$ cat config.mk
export PLATFORM = sky130hd
export DESIGN_NAME = ringbus_fifo_periph
export DESIGN_NICKNAME = d
export VERILOG_FILES = /design/src/rtl/rbf_pkg.sv /design/src/rtl/rbf_decode.sv /design/src/rtl/rbf_regfile.sv /design/src/rtl/rbf_fifo.sv /design/src/rtl/ringbus_fifo_periph.sv
export SDC_FILE = /design/constraint.sdc
export NUM_CORES = 1
export LEC_CHECK = 0
export ABC_AREA = 1
export BUFFER_PORTS_ARGS = -buffer_cell sky130_fd_sc_hd__buf_4
export CAP_MARGIN = 10
export CORE_MARGIN = 2
export CORE_UTILIZATION = 45
export DETAILED_ROUTE_END_ITERATION = 16
export GPL_ROUTABILITY_DRIVEN = 1
export PLACE_DENSITY = 0.74
export SLEW_MARGIN = 25
export SYNTH_ARGS = -nofsm -noshare
export SYNTH_HDL_FRONTEND = slang
export SYNTH_HIERARCHICAL = 1
export SYNTH_SLANG_ARGS = --single-unit
$ cat constraint.sdc
create_clock -name clk -period 3.1 [get_ports clk]
set_clock_uncertainty 0.1 [all_clocks]
set_input_delay 0.155 -clock clk [delete_from_list [all_inputs] [get_ports clk]]
set_output_delay 0.155 -clock clk [all_outputs]
set_load 0.01 [all_outputs]
$ cat src/rtl/rbf_pkg.sv
package rbf_pkg;

  typedef enum logic [2:0] {
    ACC_NONE,
    ACC_REG_WR,
    ACC_REG_RD,
    ACC_FIFO_WR,
    ACC_FIFO_RD,
    ACC_POLL,
    ACC_UNMAPPED
  } acc_kind_t;

  // Occupancy reported on a poll: clamp to one byte.
  function automatic logic [7:0] poll_byte(input int unsigned level);
    if (level > 255) return 8'hFF;
    return level[7:0];
  endfunction

  // True when a register-tagged address hits the plain register bank.
  function automatic logic in_reg_bank(input logic [7:0] adr, input int unsigned nreg);
    return 32'(adr) < nreg;
  endfunction

endpackage

$ cat src/rtl/rbf_decode.sv
module rbf_decode
  import rbf_pkg::*;
#(
  parameter int unsigned NREG      = 4,
  parameter logic [7:0]  FIFO_ADDR = 8'h10,
  localparam int unsigned IW       = (NREG > 1) ? $clog2(NREG) : 1
) (
  input  logic          stb,
  input  logic          we,
  input  logic          tag,
  input  logic [7:0]    adr,
  output acc_kind_t     kind,
  output logic [IW-1:0] reg_idx
);

  always_comb begin
    kind    = ACC_NONE;
    reg_idx = adr[IW-1:0];
    if (stb) begin
      if (!tag) begin
        kind = we ? ACC_UNMAPPED : ACC_POLL;
      end else if (adr == FIFO_ADDR) begin
        kind = we ? ACC_FIFO_WR : ACC_FIFO_RD;
      end else if (in_reg_bank(adr, NREG)) begin
        kind = we ? ACC_REG_WR : ACC_REG_RD;
      end else begin
        kind = ACC_UNMAPPED;
      end
    end
  end

endmodule

$ cat src/rtl/rbf_regfile.sv
module rbf_regfile #(
  parameter int unsigned NREG = 4,
  parameter int unsigned DW   = 8,
  localparam int unsigned IW  = (NREG > 1) ? $clog2(NREG) : 1
) (
  input  logic          clk,
  input  logic          rst_n,
  input  logic          wr_en,
  input  logic [IW-1:0] idx,
  input  logic [DW-1:0] wdata,
  output logic [DW-1:0] rdata
);

  logic [DW-1:0] regs_q [NREG];

  for (genvar g = 0; g < NREG; g++) begin : g_reg
    always_ff @(posedge clk) begin
      if (!rst_n) begin
        regs_q[g] <= '0;
      end else if (wr_en && (idx == IW'(g))) begin
        regs_q[g] <= wdata;
      end
    end
  end

  always_comb begin
    rdata = '0;
    for (int i = 0; i < NREG; i++) begin
      if (idx == IW'(i)) rdata = regs_q[i];
    end
  end

endmodule

$ cat src/rtl/rbf_fifo.sv
module rbf_fifo #(
  parameter int unsigned DEPTH = 16,
  parameter int unsigned DW    = 8,
  localparam int unsigned AW   = (DEPTH > 1) ? $clog2(DEPTH) : 1,
  localparam int unsigned CW   = $clog2(DEPTH + 1)
) (
  input  logic          clk,
  input  logic          rst_n,
  input  logic          push,
  input  logic [DW-1:0] push_data,
  input  logic          pop,
  input  logic          capture,
  output logic [DW-1:0] head_q,
  output logic [CW-1:0] count,
  output logic          full,
  output logic          empty
);

  logic [DW-1:0] mem [DEPTH];
  logic [AW-1:0] wr_ptr, rd_ptr;
  logic [CW-1:0] cnt_q;

  assign count = cnt_q;
  assign full  = (cnt_q == CW'(DEPTH));
  assign empty = (cnt_q == '0);

  function automatic logic [AW-1:0] ptr_next(input logic [AW-1:0] p);
    if (32'(p) == DEPTH - 1) return '0;
    return p + 1'b1;
  endfunction

  always_ff @(posedge clk) begin
    if (push) mem[wr_ptr] <= push_data;
  end

  // Registered memory output: loaded in the stall cycle of a read.
  always_ff @(posedge clk) begin
    if (!rst_n)       head_q <= '0;
    else if (capture) head_q <= mem[rd_ptr];
  end

  always_ff @(posedge clk) begin
    if (!rst_n) begin
      wr_ptr <= '0;
      rd_ptr <= '0;
      cnt_q  <= '0;
    end else begin
      if (push) wr_ptr <= ptr_next(wr_ptr);
      if (pop)  rd_ptr <= ptr_next(rd_ptr);
      case ({push, pop})
        2'b10:   cnt_q <= cnt_q + 1'b1;
        2'b01:   cnt_q <= cnt_q - 1'b1;
        default: cnt_q <= cnt_q;
      endcase
    end
  end

endmodule

$ cat src/rtl/ringbus_fifo_periph.sv
module ringbus_fifo_periph
  import rbf_pkg::*;
#(
  parameter int unsigned NREG      = 4,
  parameter int unsigned DEPTH     = 16,
  parameter logic [7:0]  FIFO_ADDR = 8'h10,
  localparam int unsigned IW       = (NREG > 1) ? $clog2(NREG) : 1,
  localparam int unsigned CW       = $clog2(DEPTH + 1)
) (
  input  logic       clk,
  input  logic       rst_n,
  input  logic       stb_i,
  input  logic       we_i,
  input  logic       tag_i,
  input  logic [7:0] adr_i,
  input  logic [7:0] dat_i,
  input  logic       src_push,
  input  logic [7:0] src_byte,
  output logic       stall_o,
  output logic       ack_o,
  output logic [7:0] dat_o
);

  acc_kind_t     kind;
  logic [IW-1:0] reg_idx;
  logic [7:0]    reg_rdata;
  logic [7:0]    fifo_head;
  logic [CW-1:0] fifo_count;
  logic          fifo_full, fifo_empty;

  // Named internal events
  logic rd_phase_q;   // 1 in the completion cycle of a FIFO read
  logic rd_ok_q;      // FIFO was non-empty in that read's stall cycle
  logic bus_push, src_accept, fifo_push, fifo_pop, fifo_capture;
  logic [7:0] push_byte;

  rbf_decode #(.NREG(NREG), .FIFO_ADDR(FIFO_ADDR)) u_dec (
    .stb(stb_i), .we(we_i), .tag(tag_i), .adr(adr_i),
    .kind(kind), .reg_idx(reg_idx)
  );

  rbf_regfile #(.NREG(NREG), .DW(8)) u_regs (
    .clk(clk), .rst_n(rst_n),
    .wr_en(kind == ACC_REG_WR), .idx(reg_idx), .wdata(dat_i),
    .rdata(reg_rdata)
  );

  assign bus_push     = (kind == ACC_FIFO_WR) && !fifo_full;
  assign src_accept   = src_push && !fifo_full && (kind != ACC_FIFO_WR);
  assign fifo_push    = bus_push || src_accept;
  assign push_byte    = bus_push ? dat_i : src_byte;
  assign fifo_capture = (kind == ACC_FIFO_RD) && !rd_phase_q;
  assign fifo_pop     = (kind == ACC_FIFO_RD) && rd_phase_q && rd_ok_q;

  rbf_fifo #(.DEPTH(DEPTH), .DW(8)) u_fifo (
    .clk(clk), .rst_n(rst_n),
    .push(fifo_push), .push_data(push_byte),
    .pop(fifo_pop), .capture(fifo_capture),
    .head_q(fifo_head), .count(fifo_count),
    .full(fifo_full), .empty(fifo_empty)
  );

  always_ff @(posedge clk) begin
    if (!rst_n) begin
      rd_phase_q <= 1'b0;
      rd_ok_q    <= 1'b0;
    end else begin
      rd_phase_q <= fifo_capture;
      if (fifo_capture) rd_ok_q <= !fifo_empty;
    end
  end

  always_comb begin
    stall_o = 1'b0;
    ack_o   = 1'b0;
    dat_o   = dat_i;
    unique case (kind)
      ACC_REG_WR:  ack_o = 1'b1;
      ACC_REG_RD: begin
        ack_o = 1'b1;
        dat_o = reg_rdata;
      end
      ACC_FIFO_WR: ack_o = !fifo_full;
      ACC_FIFO_RD: begin
        stall_o = !rd_phase_q;
        ack_o   = rd_phase_q && rd_ok_q;
        if (rd_phase_q && rd_ok_q) dat_o = fifo_head;
      end
      ACC_POLL: begin
        ack_o = 1'b1;
        dat_o = poll_byte(32'(fifo_count));
      end
      default: ;
    endcase
  end

endmodule

# ---- Word level (Yosys, flattened, before mapping)
# Memory sizes are Yosys's and may differ from the RTL's. A register that Yosys moved wholly into a read port is not among the register bits.
# Cells that the tools add are included.
dict set report classes {
  n_eq_ne 15
  bitwise 4
  mux 46
  reduce_logical 20
  magnitude_cmp 1
  add_sub_neg 4
}
# operator n
set op_table {}
lappend op_table {{2-to-1 mux 8 bit} 10}
lappend op_table {{one-hot mux 8 bit (3 select lines)} 1}
lappend op_table {{2-to-1 mux 1 bit} 22}
lappend op_table {{2-to-1 mux 4 bit} 4}
lappend op_table {{2-to-1 mux 3 bit} 5}
lappend op_table {{logical AND 1 bit} 11}
lappend op_table {{one-hot mux 5 bit (2 select lines)} 1}
lappend op_table {{adder 4 x 1 -> 4 bit (second input constant)} 2}
lappend op_table {{equality test 4 bit (second input constant)} 2}
lappend op_table {{equality test 8 x 5 -> 1 bit (second input constant)} 1}
lappend op_table {{< comparator 8 x 3 -> 1 bit (second input constant)} 1}
lappend op_table {{equality test 2 bit (second input constant)} 3}
lappend op_table {{equality test 3 x 2 -> 1 bit (second input constant)} 2}
lappend op_table {{equality test 3 bit (second input constant)} 2}
lappend op_table {{adder 5 x 1 -> 5 bit (second input constant)} 1}
lappend op_table {{equality test 5 bit (second input constant)} 1}
lappend op_table {{logical NOT 5 bit} 1}
lappend op_table {{subtractor 5 x 1 -> 5 bit (second input constant)} 1}
lappend op_table {{equality test 2 x 1 -> 1 bit (second input constant)} 2}
lappend op_table {{logical NOT 1 bit} 4}
lappend op_table {{2-to-1 mux 2 bit} 2}
lappend op_table {{OR 1 bit} 4}
lappend op_table {{equality test 3 x 1 -> 1 bit (second input constant)} 1}
lappend op_table {{!= test 3 x 2 -> 1 bit (second input constant)} 1}
lappend op_table {{5 further kinds} 5}
dict set report totals {
  mem_bits_rw 160
  ff_bits 15
  memories 2
}
# name words width rd rd_ports_with_merged_regs write_ports line_no
set mem_list {}
lappend mem_list {u_fifo.mem 16 8 1 1 1 rbf_fifo.sv:19} ;# logic [DW-1:0] mem [DEPTH];
lappend mem_list {u_regs.regs_q 4 8 4 0 4 rbf_regfile.sv:14} ;# logic [DW-1:0] regs_q [NREG];

# ---- Longest topological paths before layout
dict set report depth {
  ltp_word 11
  depth_mapped 24
  ltp_nobuf 24
}

# ---- Cells and area by module
# The synthesis kept the hierarchy.
# module area_each_um2 instances cells_per_inst
set modules_own_cells {}
lappend modules_own_cells {rbf_fifo 6180.9 1 567}
lappend modules_own_cells {rbf_regfile 1516.5 1 137}
lappend modules_own_cells {ringbus_fifo_periph 633.1 1 135}
lappend modules_own_cells {rbf_decode 186.4 1 39}

# ---- Worst setup path before layout
# No wires, ideal clock.
dict set report synth_path {
  path_type {input-to-reg}
  startpoint {input adr_i[5]}
  endpoint {register u_fifo.cnt_q[2] (netlist: u_fifo/count[2])}
  n_path_buf 1
  stages 21
  path_slack_ns 0.208
  arrival_time_ns 2.677
  cell_sequence {inv_1 nand2_2 nor2_2 nand2_2 nand2_2 nand2_2 a21oi_2 inv_2 nor2_2 nand3_4 buf_6 o21ai_0 inv_1 ha_1 xor2_1 ha_1 inv_1 nand2_1 xor2_1 o21ai_0 inv_1}
}
dict set report synth_between {
  elab_chain_cells 10
  word_cells_on_any_way 18
}
# item line_no
set synth_lines {}
lappend synth_lines {{start: declaration} ringbus_fifo_periph.sv:15} ;# input logic [7:0] adr_i,
lappend synth_lines {{< comparator 8 x 3 -> 1 bit} rbf_pkg.sv:21} ;# return 32'(adr) < nreg;
lappend synth_lines {{2-to-1 mux 3 bit} rbf_decode.sv:24} ;# end else if (in_reg_bank(adr, NREG)) begin
lappend synth_lines {{2-to-1 mux 3 bit (*)} rbf_decode.sv:22} ;# end else if (adr == FIFO_ADDR) begin
lappend synth_lines {{2-to-1 mux 3 bit (*)} rbf_decode.sv:20} ;# if (!tag) begin
lappend synth_lines {{2-to-1 mux 3 bit (*)} rbf_decode.sv:19} ;# if (stb) begin
lappend synth_lines {{net kind[0]} ringbus_fifo_periph.sv:24} ;# acc_kind_t kind;
lappend synth_lines {{equality test 3 x 2 -> 1 bit or != test 3 x 2 -> 1 bit (tied branches)} {ringbus_fifo_periph.sv:48, ringbus_fifo_periph.sv:49}}
lappend synth_lines {{logical AND 1 bit (on tied branches)} {ringbus_fifo_periph.sv:48, ringbus_fifo_periph.sv:49}}
lappend synth_lines {{logical OR 1 bit (*)} ringbus_fifo_periph.sv:50} ;# assign fifo_push = bus_push || src_accept;
lappend synth_lines {{net fifo_push} ringbus_fifo_periph.sv:34} ;# logic bus_push, src_accept, fifo_push, fifo_pop, fifo_capture;
lappend synth_lines {{equality test 2 x 1 -> 1 bit or equality test 2 bit (tied branches)} rbf_fifo.sv:50} ;# case ({push, pop})
lappend synth_lines {{one-hot mux 5 bit (2 select lines) or nonzero test 2 bit (tied branches)} n/a}
lappend synth_lines {{end signal: assignment} rbf_fifo.sv:51} ;# 2'b10: cnt_q <= cnt_q + 1'b1;
lappend synth_lines {{end signal: assignment} rbf_fifo.sv:52} ;# 2'b01: cnt_q <= cnt_q - 1'b1;
lappend synth_lines {{end signal: assignment} rbf_fifo.sv:53} ;# default: cnt_q <= cnt_q;
lappend synth_lines {{end: declaration} rbf_fifo.sv:21} ;# logic [CW-1:0] cnt_q;
# The timed path passes the listed nets; every way through them passes the cells marked *.
# A chain may end at the register's enable or synchronous reset.

# ---- Final worst setup path
dict set report layout_path {
  startpoint {register u_fifo.cnt_q[0] (netlist: u_fifo/count[0])}
  endpoint {register u_fifo.cnt_q[4] (netlist: u_fifo/count[4])}
}
dict set report layout_between {
  elab_chain_cells 7
  word_cells_on_any_way 12
}
# item line_no
set layout_lines {}
lappend layout_lines {{equality test 5 bit (*)} rbf_fifo.sv:24} ;# assign full = (cnt_q == CW'(DEPTH));
lappend layout_lines {{net fifo_full} ringbus_fifo_periph.sv:29} ;# logic fifo_full, fifo_empty;
lappend layout_lines {{logical NOT 1 bit (*)} {ringbus_fifo_periph.sv:48, ringbus_fifo_periph.sv:49}}
lappend layout_lines {{logical AND 1 bit (2 in series)} ringbus_fifo_periph.sv:49} ;# assign src_accept = src_push && !fifo_full && (kind != ACC_FIFO_WR);
lappend layout_lines {{logical OR 1 bit (*)} ringbus_fifo_periph.sv:50}
lappend layout_lines {{net fifo_push} ringbus_fifo_periph.sv:34}
lappend layout_lines {{equality test 2 x 1 -> 1 bit or equality test 2 bit (tied branches)} rbf_fifo.sv:50}
lappend layout_lines {{one-hot mux 5 bit (2 select lines) or nonzero test 2 bit (tied branches)} n/a}
# Marked as above.

==> flow_summary.ini <==
[global_route]
groute.usage.overall_pct = 19.9
grt_pass1_vias = 5905
grt_max_degree = 67
antenna_found_initial = 0
grt-ovfl-total = 0
grt_pass1_wl_mm = 30.4

[timing]
slew_viol_final = 0
tns_ps = 0
tightest_slew_ps = 788
timing.final.hold_violations = 0
slew-limit-headroom_pct = 47.5
timing.final.crit_share_pct = 82.5
hold_ws_ps = 22.4
period_minus_slack_ps = 2560
clock.fmax_mhz = 391
setup_violations = 0
rsz0062_at_grt = false

[critical_path]
crit_path_end_kind = flip-flop
cp-start-kind = flip-flop
path_cells = nor2_1, nand3_1, nor2_1, nor2_2, nand3_4, o21ai_0, inv_1, ha_1, xor2_1, ha_1, inv_1, nand2_1, nand3_1, nand2_1, nand2_1, nand2_1, nand2_1, a21oi_1
required_ps = 3350
critical_path_class = flip-flop to flip-flop
slowest_delay_ps = 370
path_common_cell = nand2_1
arrival_ps = 2800
path_max_fanout = 5
crit_slowest_cell = dfxtp_1

[cts]
clk_pin_slew_worst_paths_ps = 70
cts-resized-gates = 0
root_buffer = clkbuf_16
clockBufferDepth = 2
cts_buffers = 17
cts_sinks = 183
h-tree-depth = 4
ctsHoldBuffers = 1
clk_latency_ps = 420
cts_tree = built
post-cts-setup-buffer-count = 0

[route]
dr.pass1.iters = 5
drc = 0
ant_nets = 0
vias_per_cell = 5.34
wl_mm = 19.5
wl_per_cell_um = 16.5
drt_first_iter_violations = 649
vias = 6316

[yosys]
seq_area_frac_synth_pct = 61.8
syn_area_per_cell_um2 = 9.70
yosys-top-cells-area = edfxtp_1, nand2_1, nor2_1, nand3_1, dfxtp_1
yosys.area.top_type_share_pct = 56.4
synth-edff-count = 160
syn-num-nets = 917
synth_area_um2 = 8520
synth_ff_type = edfxtp_1
ys_warn_count = 6
synthTopCellsByCount = nand2_1, nor2_1, edfxtp_1
ys_types = 34
async_flop_share_pct = 0
postSynthCellCount = 878
ys_ff_latch = 183
synth_area_leader_cell = edfxtp_1

[placement]
post-dp-hpwl_mm = 12.6
gp_congestion = 0.947
port_buffers = 39

[floorplanning]
dieArea_um2 = 20000
chipHeight_um = 142
core_um2 = 18600
rows = 50
chipWidth_um = 142
floorplan.initialDensity_pct = 45.7
boundaryPins = 40

[job]
maxCapViolations = 0

[pwr]
power_leakage_uw = 0.00387
ir_drop_uv = 318
p_per_area_nw_per_um2 = 556

[status]
status = complete, no violations

[final_layout]
antennaDiodeCount = 0
nets = 974
drive_gt1_share_pct = 14.6
area_growth_syn_to_layout_pct = 14.4

[hold_path]
hold_class = input port to flip-flop
## layer usage
layer	part of all wire [%]	vias up	global-route usage (%)
met5	0	-	0
met4	1.8	0	6.42
met3	6.3	28	3.54
met2	49	210	33.3
met1	43	3021	26.4
li1	-	3057	-
## worst max-delay path: cells and delay by family, from the launching register on
family                   cells  cell delay, ps
AO/OA/AOI/OAI                2             210
XOR/XNOR                     1             230
adder cells (fa/ha/maj)      2             480
buffers and inverters        2             190
flip-flops                   1             370
AND/OR/NAND/NOR             11             900
## final timing paths
path                                            end  cells past startpoint       startpoint  slack [ps]
worst max register to register      u_fifo/count[4]                     18  u_fifo/count[0]         540
worst min register to register      u_fifo/count[4]                      2  u_fifo/count[4]         420
worst min-delay path            u_regs/regs_q[0][1]                      3         dat_i[1]          20
worst max-delay path                u_fifo/count[4]                     18  u_fifo/count[0]         540
## report_power, final
part           total, uW  switching, uW  internal (uW)
clock network       2250            958           1300
logic                395            260            135
registers           2770           27.4           2740
total               5420           1250           4180
## cell families after synthesis
| family | Yosys count | synth area share [%] |
|---|---|---|
| AND/OR/NAND/NOR | 475 | 24.2 |
| adder cells (fa/ha/maj) | 9 | 1.32 |
| buffers and inverters | 112 | 6.27 |
| AO/OA/AOI/OAI | 95 | 5.95 |
| XOR/XNOR | 4 | 0.411 |
| flip-flops | 183 | 61.8 |
## cell usage in the layout, fill, tap and decap left out, types with 17 or more instances in the layout
master / instances
dfxtp_1: 22
buf_4: 70
a21oi_1: 24
nor2_1: 169
clkbuf_16: 17
o21ai_1: 30
nand2_1: 169
nand3_1: 101
inv_1: 64
edfxtp_1: 160
o21ai_0: 31
## final cells by class
cell class,count,area (um2)
Fill cell,1628,8900
Sequential cell,183,5270
Clock buffer,18,429
Multi-Input combinational cell,583,2720
Inverter,78,293
Clock inverter,14,190
Tap cell,234,293
Timing Repair Buffer,72,556
## through the flow
stage,total power [uW],cells,cell area (um2),util (%),worst slack (ps)
after floorplan,3060,878,8520,-,208
after global placement,3200,1149,9110,48.9,329
after detailed placement,3210,1149,9110,48.9,224
after CTS,5440,1182,9740,52.3,558
after global routing,5590,1182,9740,52.3,234
final,5420,1182,9740,52.3,543
## sequential cells by signal (all words and copies together) (netlist names)
name,cells
u_fifo/wr_ptr,4
u_regs/regs_q,32
u_fifo/mem,128
rd_phase_q,1
u_fifo/head_q,8
u_fifo/count,5
rd_ok_q,1
u_fifo/rd_ptr,4
Power figures use the tool's default switching activity.
